[config.mk]
export PLATFORM = sky130hd
export DESIGN_NAME = console_mem_seq
export DESIGN_NICKNAME = d
export VERILOG_FILES = /design/src/rtl/cmseq_pkg.sv /design/src/rtl/cmseq_cmd_gate.sv /design/src/rtl/cmseq_fsm.sv /design/src/rtl/cmseq_regs.sv /design/src/rtl/cmseq_bus_drv.sv /design/src/rtl/console_mem_seq.sv
export SDC_FILE = /design/constraint.sdc
export NUM_CORES = 1
export LEC_CHECK = 0
export ABC_AREA = 1
export ABC_CLOCK_PERIOD_IN_PS = 2800
export BUFFER_PORTS_ARGS = -buffer_cell sky130_fd_sc_hd__buf_2
export CAP_MARGIN = 20
export CORE_AREA = 3 3 82 84
export CTS_CLUSTER_SIZE = 40
export DETAILED_ROUTE_END_ITERATION = 10
export DIE_AREA = 0 0 85 87
export GPL_TIMING_DRIVEN = 1
export MAX_ROUTING_LAYER = met4
export PLACE_DENSITY_LB_ADDON = 0.2
export SLEW_MARGIN = 10
export SYNTH_ARGS = -nofsm -noshare
export SYNTH_HDL_FRONTEND = slang
export SYNTH_SLANG_ARGS = --single-unit
[constraint.sdc]
create_clock -name clk -period 2.8 [get_ports clk]
set_input_delay 0.56 -clock clk [delete_from_list [all_inputs] [get_ports clk]]
set_output_delay 0.56 -clock clk [all_outputs]
set_load 0.05 [all_outputs]
[src/rtl/cmseq_pkg.sv]
package cmseq_pkg;

    parameter int unsigned WORD_W_DEF = 16;

    // Operation taken from the console command pulses
    typedef enum logic [2:0] {
        OP_NONE  = 3'd0,
        OP_LOAD  = 3'd1,
        OP_DEP   = 3'd2,
        OP_EXINC = 3'd3,
        OP_EXDEC = 3'd4
    } op_e;

    // Sequencer timing states: three bus periods then a finish period
    typedef enum logic [2:0] {
        ST_IDLE = 3'd0,
        ST_T1   = 3'd1,
        ST_T2   = 3'd2,
        ST_T3   = 3'd3,
        ST_FIN  = 3'd4
    } st_e;

    typedef struct packed {
        logic load;
        logic dep;
        logic exinc;
        logic exdec;
    } cmd_s;

    // Fixed priority: load, deposit, step forward, step back
    function automatic op_e pick_op(input cmd_s c);
        op_e r;
        if (c.load)       r = OP_LOAD;
        else if (c.dep)   r = OP_DEP;
        else if (c.exinc) r = OP_EXINC;
        else if (c.exdec) r = OP_EXDEC;
        else              r = OP_NONE;
        return r;
    endfunction

    function automatic logic is_exam(input op_e o);
        return (o == OP_EXINC) || (o == OP_EXDEC);
    endfunction

    function automatic logic in_bus_phase(input st_e s);
        return (s == ST_T1) || (s == ST_T2) || (s == ST_T3);
    endfunction

endpackage

[src/rtl/cmseq_cmd_gate.sv]
module cmseq_cmd_gate
    import cmseq_pkg::*;
(
    input  cmd_s cmd,
    input  logic prog_mode,
    input  logic lock,
    input  logic busy,
    output op_e  start_op
);
    logic open_gate;

    always_comb begin
        open_gate = prog_mode && !lock && !busy;
        start_op  = open_gate ? pick_op(cmd) : OP_NONE;
    end

endmodule

[src/rtl/cmseq_fsm.sv]
module cmseq_fsm
    import cmseq_pkg::*;
(
    input  logic clk,
    input  logic rst,
    input  op_e  start_op,
    output st_e  state,
    output op_e  cur_op
);
    st_e st_q;
    op_e op_q;

    always_ff @(posedge clk) begin
        if (rst) begin
            st_q <= ST_IDLE;
            op_q <= OP_NONE;
        end else begin
            case (st_q)
                ST_IDLE: begin
                    if (start_op != OP_NONE) begin
                        op_q <= start_op;
                        st_q <= (start_op == OP_LOAD) ? ST_FIN : ST_T1;
                    end
                end
                ST_T1:   st_q <= ST_T2;
                ST_T2:   st_q <= ST_T3;
                ST_T3:   st_q <= ST_FIN;
                ST_FIN:  st_q <= ST_IDLE;
                default: st_q <= ST_IDLE;
            endcase
        end
    end

    assign state  = st_q;
    assign cur_op = op_q;


    seq_t1_t2_chk: assert property (@(posedge clk) disable iff (rst)
        st_q == ST_T1 |=> st_q == ST_T2);

    seq_t2_t3_chk: assert property (@(posedge clk) disable iff (rst)
        st_q == ST_T2 |=> st_q == ST_T3);

    load_short_chk: assert property (@(posedge clk) disable iff (rst)
        (st_q == ST_IDLE && start_op == OP_LOAD) |=> st_q == ST_FIN);

    busy_no_restart_chk: assert property (@(posedge clk) disable iff (rst)
        (st_q != ST_IDLE && st_q != ST_FIN) |=> st_q != ST_IDLE);

endmodule

[src/rtl/cmseq_regs.sv]
module cmseq_regs
    import cmseq_pkg::*;
#(
    parameter int unsigned W = WORD_W_DEF
) (
    input  logic         clk,
    input  logic         rst,
    input  op_e          start_op,
    input  st_e          state,
    input  op_e          cur_op,
    input  logic [W-1:0] sw,
    input  logic [W-1:0] rdata,
    output logic [W-1:0] par,
    output logic [W-1:0] pdr
);
    localparam logic [W-1:0] ONE = {{(W-1){1'b0}}, 1'b1};

    logic [W-1:0] par_q;
    logic [W-1:0] pdr_q;

    always_ff @(posedge clk) begin
        if (rst) begin
            par_q <= '0;
            pdr_q <= '0;
        end else begin
            case (start_op)
                OP_LOAD:  par_q <= sw;
                OP_EXINC: par_q <= par_q + ONE;
                OP_EXDEC: par_q <= par_q - ONE;
                OP_DEP:   pdr_q <= sw;
                default:  ;
            endcase
            if (state == ST_T3 && is_exam(cur_op))
                pdr_q <= rdata;
        end
    end

    assign par = par_q;
    assign pdr = pdr_q;


    par_hold_chk: assert property (@(posedge clk) disable iff (rst)
        state != ST_IDLE |=> $stable(par_q));

    par_wrap_down_chk: assert property (@(posedge clk) disable iff (rst)
        (start_op == OP_EXDEC && par_q == '0) |=> par_q == '1);

    par_wrap_up_chk: assert property (@(posedge clk) disable iff (rst)
        (start_op == OP_EXINC && par_q == '1) |=> par_q == '0);

endmodule

[src/rtl/cmseq_bus_drv.sv]
module cmseq_bus_drv
    import cmseq_pkg::*;
#(
    parameter int unsigned W = WORD_W_DEF
) (
    input  st_e          state,
    input  op_e          cur_op,
    input  logic         prog_mode,
    input  logic         sel_d,
    input  logic         sel_a,
    input  logic [W-1:0] sw,
    input  logic [W-1:0] par,
    input  logic [W-1:0] pdr,
    output logic [W-1:0] abus,
    output logic         a_en,
    output logic [W-1:0] dbus,
    output logic         d_en,
    output logic         rd,
    output logic         wr
);
    logic seq_on;
    logic dbg_on;

    always_comb begin
        seq_on = in_bus_phase(state) && (cur_op != OP_LOAD);
        dbg_on = !prog_mode && (state == ST_IDLE);
        abus = '0;
        a_en = 1'b0;
        dbus = '0;
        d_en = 1'b0;
        rd   = 1'b0;
        wr   = 1'b0;
        if (seq_on) begin
            a_en = 1'b1;
            abus = par;
            if (cur_op == OP_DEP) begin
                d_en = 1'b1;
                dbus = pdr;
                wr   = (state == ST_T2);
            end else begin
                rd   = (state == ST_T2);
            end
        end else if (dbg_on) begin
            if (sel_a) begin
                a_en = 1'b1;
                abus = sw;
            end
            if (sel_d) begin
                d_en = 1'b1;
                dbus = sw;
            end
        end
    end

endmodule

[src/rtl/console_mem_seq.sv]
module console_mem_seq
    import cmseq_pkg::*;
#(
    parameter int unsigned WORD_W = WORD_W_DEF
) (
    input  logic              clk,
    input  logic              rst,
    input  logic              prog_mode,
    input  logic              panel_lock,
    input  logic              cmd_load,
    input  logic              cmd_deposit,
    input  logic              cmd_exam_next,
    input  logic              cmd_exam_prev,
    input  logic [WORD_W-1:0] switches,
    input  logic              sel_dbus,
    input  logic              sel_abus,
    input  logic [WORD_W-1:0] mem_rdata,
    output logic [WORD_W-1:0] addr_bus,
    output logic              addr_en,
    output logic [WORD_W-1:0] data_bus,
    output logic              data_en,
    output logic              mem_rd,
    output logic              mem_wr,
    output logic              busy,
    output logic              done,
    output logic [WORD_W-1:0] par_q,
    output logic [WORD_W-1:0] pdr_q
);
    cmd_s cmd;
    op_e  start_op;
    op_e  cur_op;
    st_e  state;

    assign cmd  = '{load: cmd_load, dep: cmd_deposit,
                    exinc: cmd_exam_next, exdec: cmd_exam_prev};
    assign busy = (state != ST_IDLE);
    assign done = (state == ST_FIN);

    cmseq_cmd_gate u_gate (
        .cmd       (cmd),
        .prog_mode (prog_mode),
        .lock      (panel_lock),
        .busy      (busy),
        .start_op  (start_op)
    );

    cmseq_fsm u_fsm (
        .clk      (clk),
        .rst      (rst),
        .start_op (start_op),
        .state    (state),
        .cur_op   (cur_op)
    );

    cmseq_regs #(.W(WORD_W)) u_regs (
        .clk      (clk),
        .rst      (rst),
        .start_op (start_op),
        .state    (state),
        .cur_op   (cur_op),
        .sw       (switches),
        .rdata    (mem_rdata),
        .par      (par_q),
        .pdr      (pdr_q)
    );

    cmseq_bus_drv #(.W(WORD_W)) u_bus (
        .state     (state),
        .cur_op    (cur_op),
        .prog_mode (prog_mode),
        .sel_d     (sel_dbus),
        .sel_a     (sel_abus),
        .sw        (switches),
        .par       (par_q),
        .pdr       (pdr_q),
        .abus      (addr_bus),
        .a_en      (addr_en),
        .dbus      (data_bus),
        .d_en      (data_en),
        .rd        (mem_rd),
        .wr        (mem_wr)
    );


    lock_idle_chk: assert property (@(posedge clk) disable iff (rst)
        (panel_lock && !busy) |=> !busy);

    dbg_idle_chk: assert property (@(posedge clk) disable iff (rst)
        (!prog_mode && !busy) |=> !busy);

    strobe_excl_chk: assert property (@(posedge clk) disable iff (rst)
        !(mem_rd && mem_wr));

    strobe_addr_chk: assert property (@(posedge clk) disable iff (rst)
        (mem_rd || mem_wr) |-> addr_en);

    rd_after_addr_chk: assert property (@(posedge clk) disable iff (rst)
        mem_rd |-> ($past(addr_en) && !$past(mem_rd)));

    wr_data_chk: assert property (@(posedge clk) disable iff (rst)
        mem_wr |-> (data_en && $past(data_en)));

    done_pulse_chk: assert property (@(posedge clk) disable iff (rst)
        done |=> !busy);

endmodule

==> results_dict.tcl <==
set metrics [dict create \
    syn_inst 516 \
    pwr-share-seq_pct 35.5 \
    nFillCells 576 \
    r2r_end "u_regs.par[15]$_SDFFE_PP0P_" \
    drive_gt1_share_pct 23.3 \
    drtIter0Drc 225 \
    dieArea_mm2 0.00740 \
    switchingPower_mw 0.712 \
    ys_ff_latch 38 \
    pwr-share-clk_pct 28.8 \
    portBuffers 111 \
    hp-class "register to register" \
    regToRegSetupSlack_ps 370 \
    max_freq_ghz 0.378 \
    synthTopCellsByArea "dfxtp_1, nand2_1, inv_1" \
    gp_congestion 0.940 \
    cts_buffer_depth 2 \
    cap_violations 0 \
    multi_input_comb_area_mm2 0.00195 \
    async_flop_share_pct 0 \
    drtPass1Iterations 5 \
    grt_pass1_vias 3367 \
    area_growth_pct 24.6 \
    ir_worst_vdd_v 0.000242 \
    synthFlopType "dfxtp_1" \
    hold_end "u_fsm.cur_op[0]$_SDFFE_PP0P_" \
    path_delay_family "simple AND/OR/NAND/NOR gates" \
    fin_crit_sh_pct 94.5 \
    routedWlPerCell_um 14.3 \
    slowest_delay_ps 370 \
    cts_tree "yes" \
    path_cells "nor2_4, nand2_4, nor2_1, nand2_2, buf_4, o21ai_0, buf_2" \
    yosysUniqueCellTypes 34 \
    yosysTopAreaCell "dfxtp_1" \
    finalSetupViolations 0 \
    hold_start "u_fsm.cur_op[0]$_SDFFE_PP0P_" \
    drt-met1-wl_um 4390 \
    highest_layer "met4" \
    p_int_mw 0.986 \
    synth_area_per_cell_um2 6.00 \
    finalHoldViolCount 0 \
    crit_buf_inv 2 \
    fin_tns_setup_ps 0 \
    worstPathMaxFanout 11 \
    ant_nets 0 \
    netlist_top_cells_count "nand2_1, inv_1, nand3_1" \
    cts_buffers 5 \
    die_h_um 87 \
    cts_max_level 2 \
    met3_length_um 1010 \
    skew_ps 10.0 \
    crit_path_top_delay_cell "dfxtp_1" \
    syn_nets 573 \
    grtUsageTotal_pct 27.8 \
    leakage_nw 2.08 \
    synth_seq_area_share_pct 24.6 \
    diodes 0 \
    rows 28 \
    dr_wl_met2_um 4470 \
    hold_depth 2 \
    drc 0 \
    p_comb_share_pct 35.6 \
    end_kind "primary output" \
    grt_overflow 0 \
    cp-start-kind "register" \
    cp.required_ps 2240 \
    grt_pass1_wl_um 16300 \
    rsz0062_at_grt "no" \
    worst_skew_pair.late_latency_ps 300 \
    syn-cell-area_mm2 0.00310 \
    place_hpwl_um 7790 \
    register_area_um2 761 \
    powerDensity_mw_per_mm2 440 \
    coreArea_mm2 0.00599 \
    status "completed" \
    cts.sinks 38 \
    p_sw_share_pct 41.9 \
    rr_startpoint "u_fsm.state[0]$_SDFFE_PP0P_" \
    grt_max_degree 28 \
    initial_core_util_pct 51.7 \
    via_per_inst 5.38 \
    antenna_found_initial 0 \
    clkTransAtPathRegs_ps 90 \
    dp.cells 693 \
    postPlaceCellArea_mm2 0.00374 \
    pin_count 112 \
    ctsHoldBuffers 0 \
    drt_wl_total_um 10000 \
    synth.most_common_cell "nand2_1" \
    finalMaxSlewViolations 0 \
    synth_top_area_share_pct 24.6 \
    vias 3774 \
    post_cts_buffers 0 \
    criticalPathCategory "register to primary output" \
    tightest_slew_ps 516 \
    clockRootBuffer "clkbuf_8" \
    die-width_um 85 \
    relSlewSlack_pct 65.4 \
    ys_warn_count 0 \
    final_cells 701 \
    reg2reg_depth 17 \
    final_area_mm2 0.00386 \
    layout_min_cycle_time_ps 2650 \
    arrival_ps 2090 \
    fin_nets 682 \
    synth-edff-count 0 \
]
[metal layers]
layer	up-vias	global-route usage [%]
li1	1890	-
met1	1677	37.7
met2	190	42.9
met3	17	4.26
met4	0	7.91
met5	-	-
[flip-flops by register name, summed over array words and instances (netlist names)]
name	flops
u_regs.par	16
u_regs.pdr	16
u_fsm.state	3
u_fsm.cur_op	3
[tightest hold or removal path, delay by kind of cell (launching register included)]
| kind | cells | cell delay, ps |
|---|---|---|
| AO/OA/AOI/OAI | 1 | 50 |
| AND/OR/NAND/NOR | 1 | 60 |
| flip-flops | 1 | 330 |
[placed cells by master, fill, tap and decap left out, types with 3 or more instances in the layout]
cell type,n
buf_4,7
nand2_4,3
a21oi_1,29
ha_1,14
buf_2,111
nor3_1,7
xor2_1,4
inv_2,4
xnor2_1,3
o21ai_0,48
nand3_1,53
nor2_4,3
o21bai_1,5
dfxtp_1,38
clkbuf_8,5
a31oi_1,17
inv_1,77
nand2_2,3
nor2_1,21
nand2_1,156
[cells by family (layout without fill, tap and decap cells)]
| group | Yosys count | after routing | share of synthesized area, % |
|---|---|---|---|
| AO/OA/AOI/OAI | 107 | 107 | 19.3 |
| AND/OR/NAND/NOR | 249 | 249 | 34.8 |
| adder cells (fa/ha/maj) | 15 | 15 | 6.30 |
| XOR/XNOR | 7 | 7 | 1.98 |
| flip-flops | 38 | 38 | 24.6 |
| buffers and inverters | 100 | 210 | 13.1 |
[worst max-delay path by stage]
| stage | to | slack [ps] | start | cells after the start |
|---|---|---|---|---|
| after floorplan | addr_bus[10] | 20 | u_fsm.state[0]$_SDFFE_PP0P_ | 6 |
| after global placement | u_regs.par[15]$_SDFFE_PP0P_ | 240 | panel_lock | 18 |
| after detailed placement | u_regs.par[14]$_SDFFE_PP0P_ | 210 | panel_lock | 18 |
| after CTS | data_bus[0] | 100 | u_fsm.state[0]$_SDFFE_PP0P_ | 7 |
| after global routing | data_bus[0] | 30 | u_fsm.state[0]$_SDFFE_PP0P_ | 7 |
| final | data_bus[0] | 150 | u_fsm.state[0]$_SDFFE_PP0P_ | 7 |
[layout make-up]
class / instances / area share [%]
multi-input combinational: 378 / 50.5
sequential: 38 / 19.7
timing repair buffer: 119 / 16.3
inverter: 83 / 8.14
tap: 75 / 2.43
clock buffer: 5 / 1.78
clock inverter: 3 / 1.17
[what timing repair did]
action,in CTS,in global routing
resized for setup,0,2
hold endpoints to repair,0,0
endpoints found under the setup margin,0,4
[stage by stage]
step | hold slack, ps | setup WS, ps | power, mW | utilization [%]
6_report | 485 | 153 | 1.70 | 64.4
5_1_grt | 513 | 33.9 | 1.77 | 64.4
4_1_cts | 486 | 95.2 | 1.70 | 64.3
3_5_place_dp | 472 | 207 | 1.22 | 62.4
3_3_place_gp | 466 | 245 | 1.21 | 62.4
2_1_floorplan | 452 | 22.9 | 1.05 | -
[power groups by stage]
| stage | registers, mW | clock network [mW] | logic [mW] |
|---|---|---|---|
| CTS | 0.603 | 0.495 | 0.602 |
| finish | 0.603 | 0.490 | 0.605 |
| detailed placement | 0.616 | 0 | 0.601 |
| global route | 0.608 | 0.517 | 0.648 |
| global placement | 0.614 | 0 | 0.598 |
| floorplan | 0.690 | 0 | 0.357 |
Power figures use the tool's default switching activity.
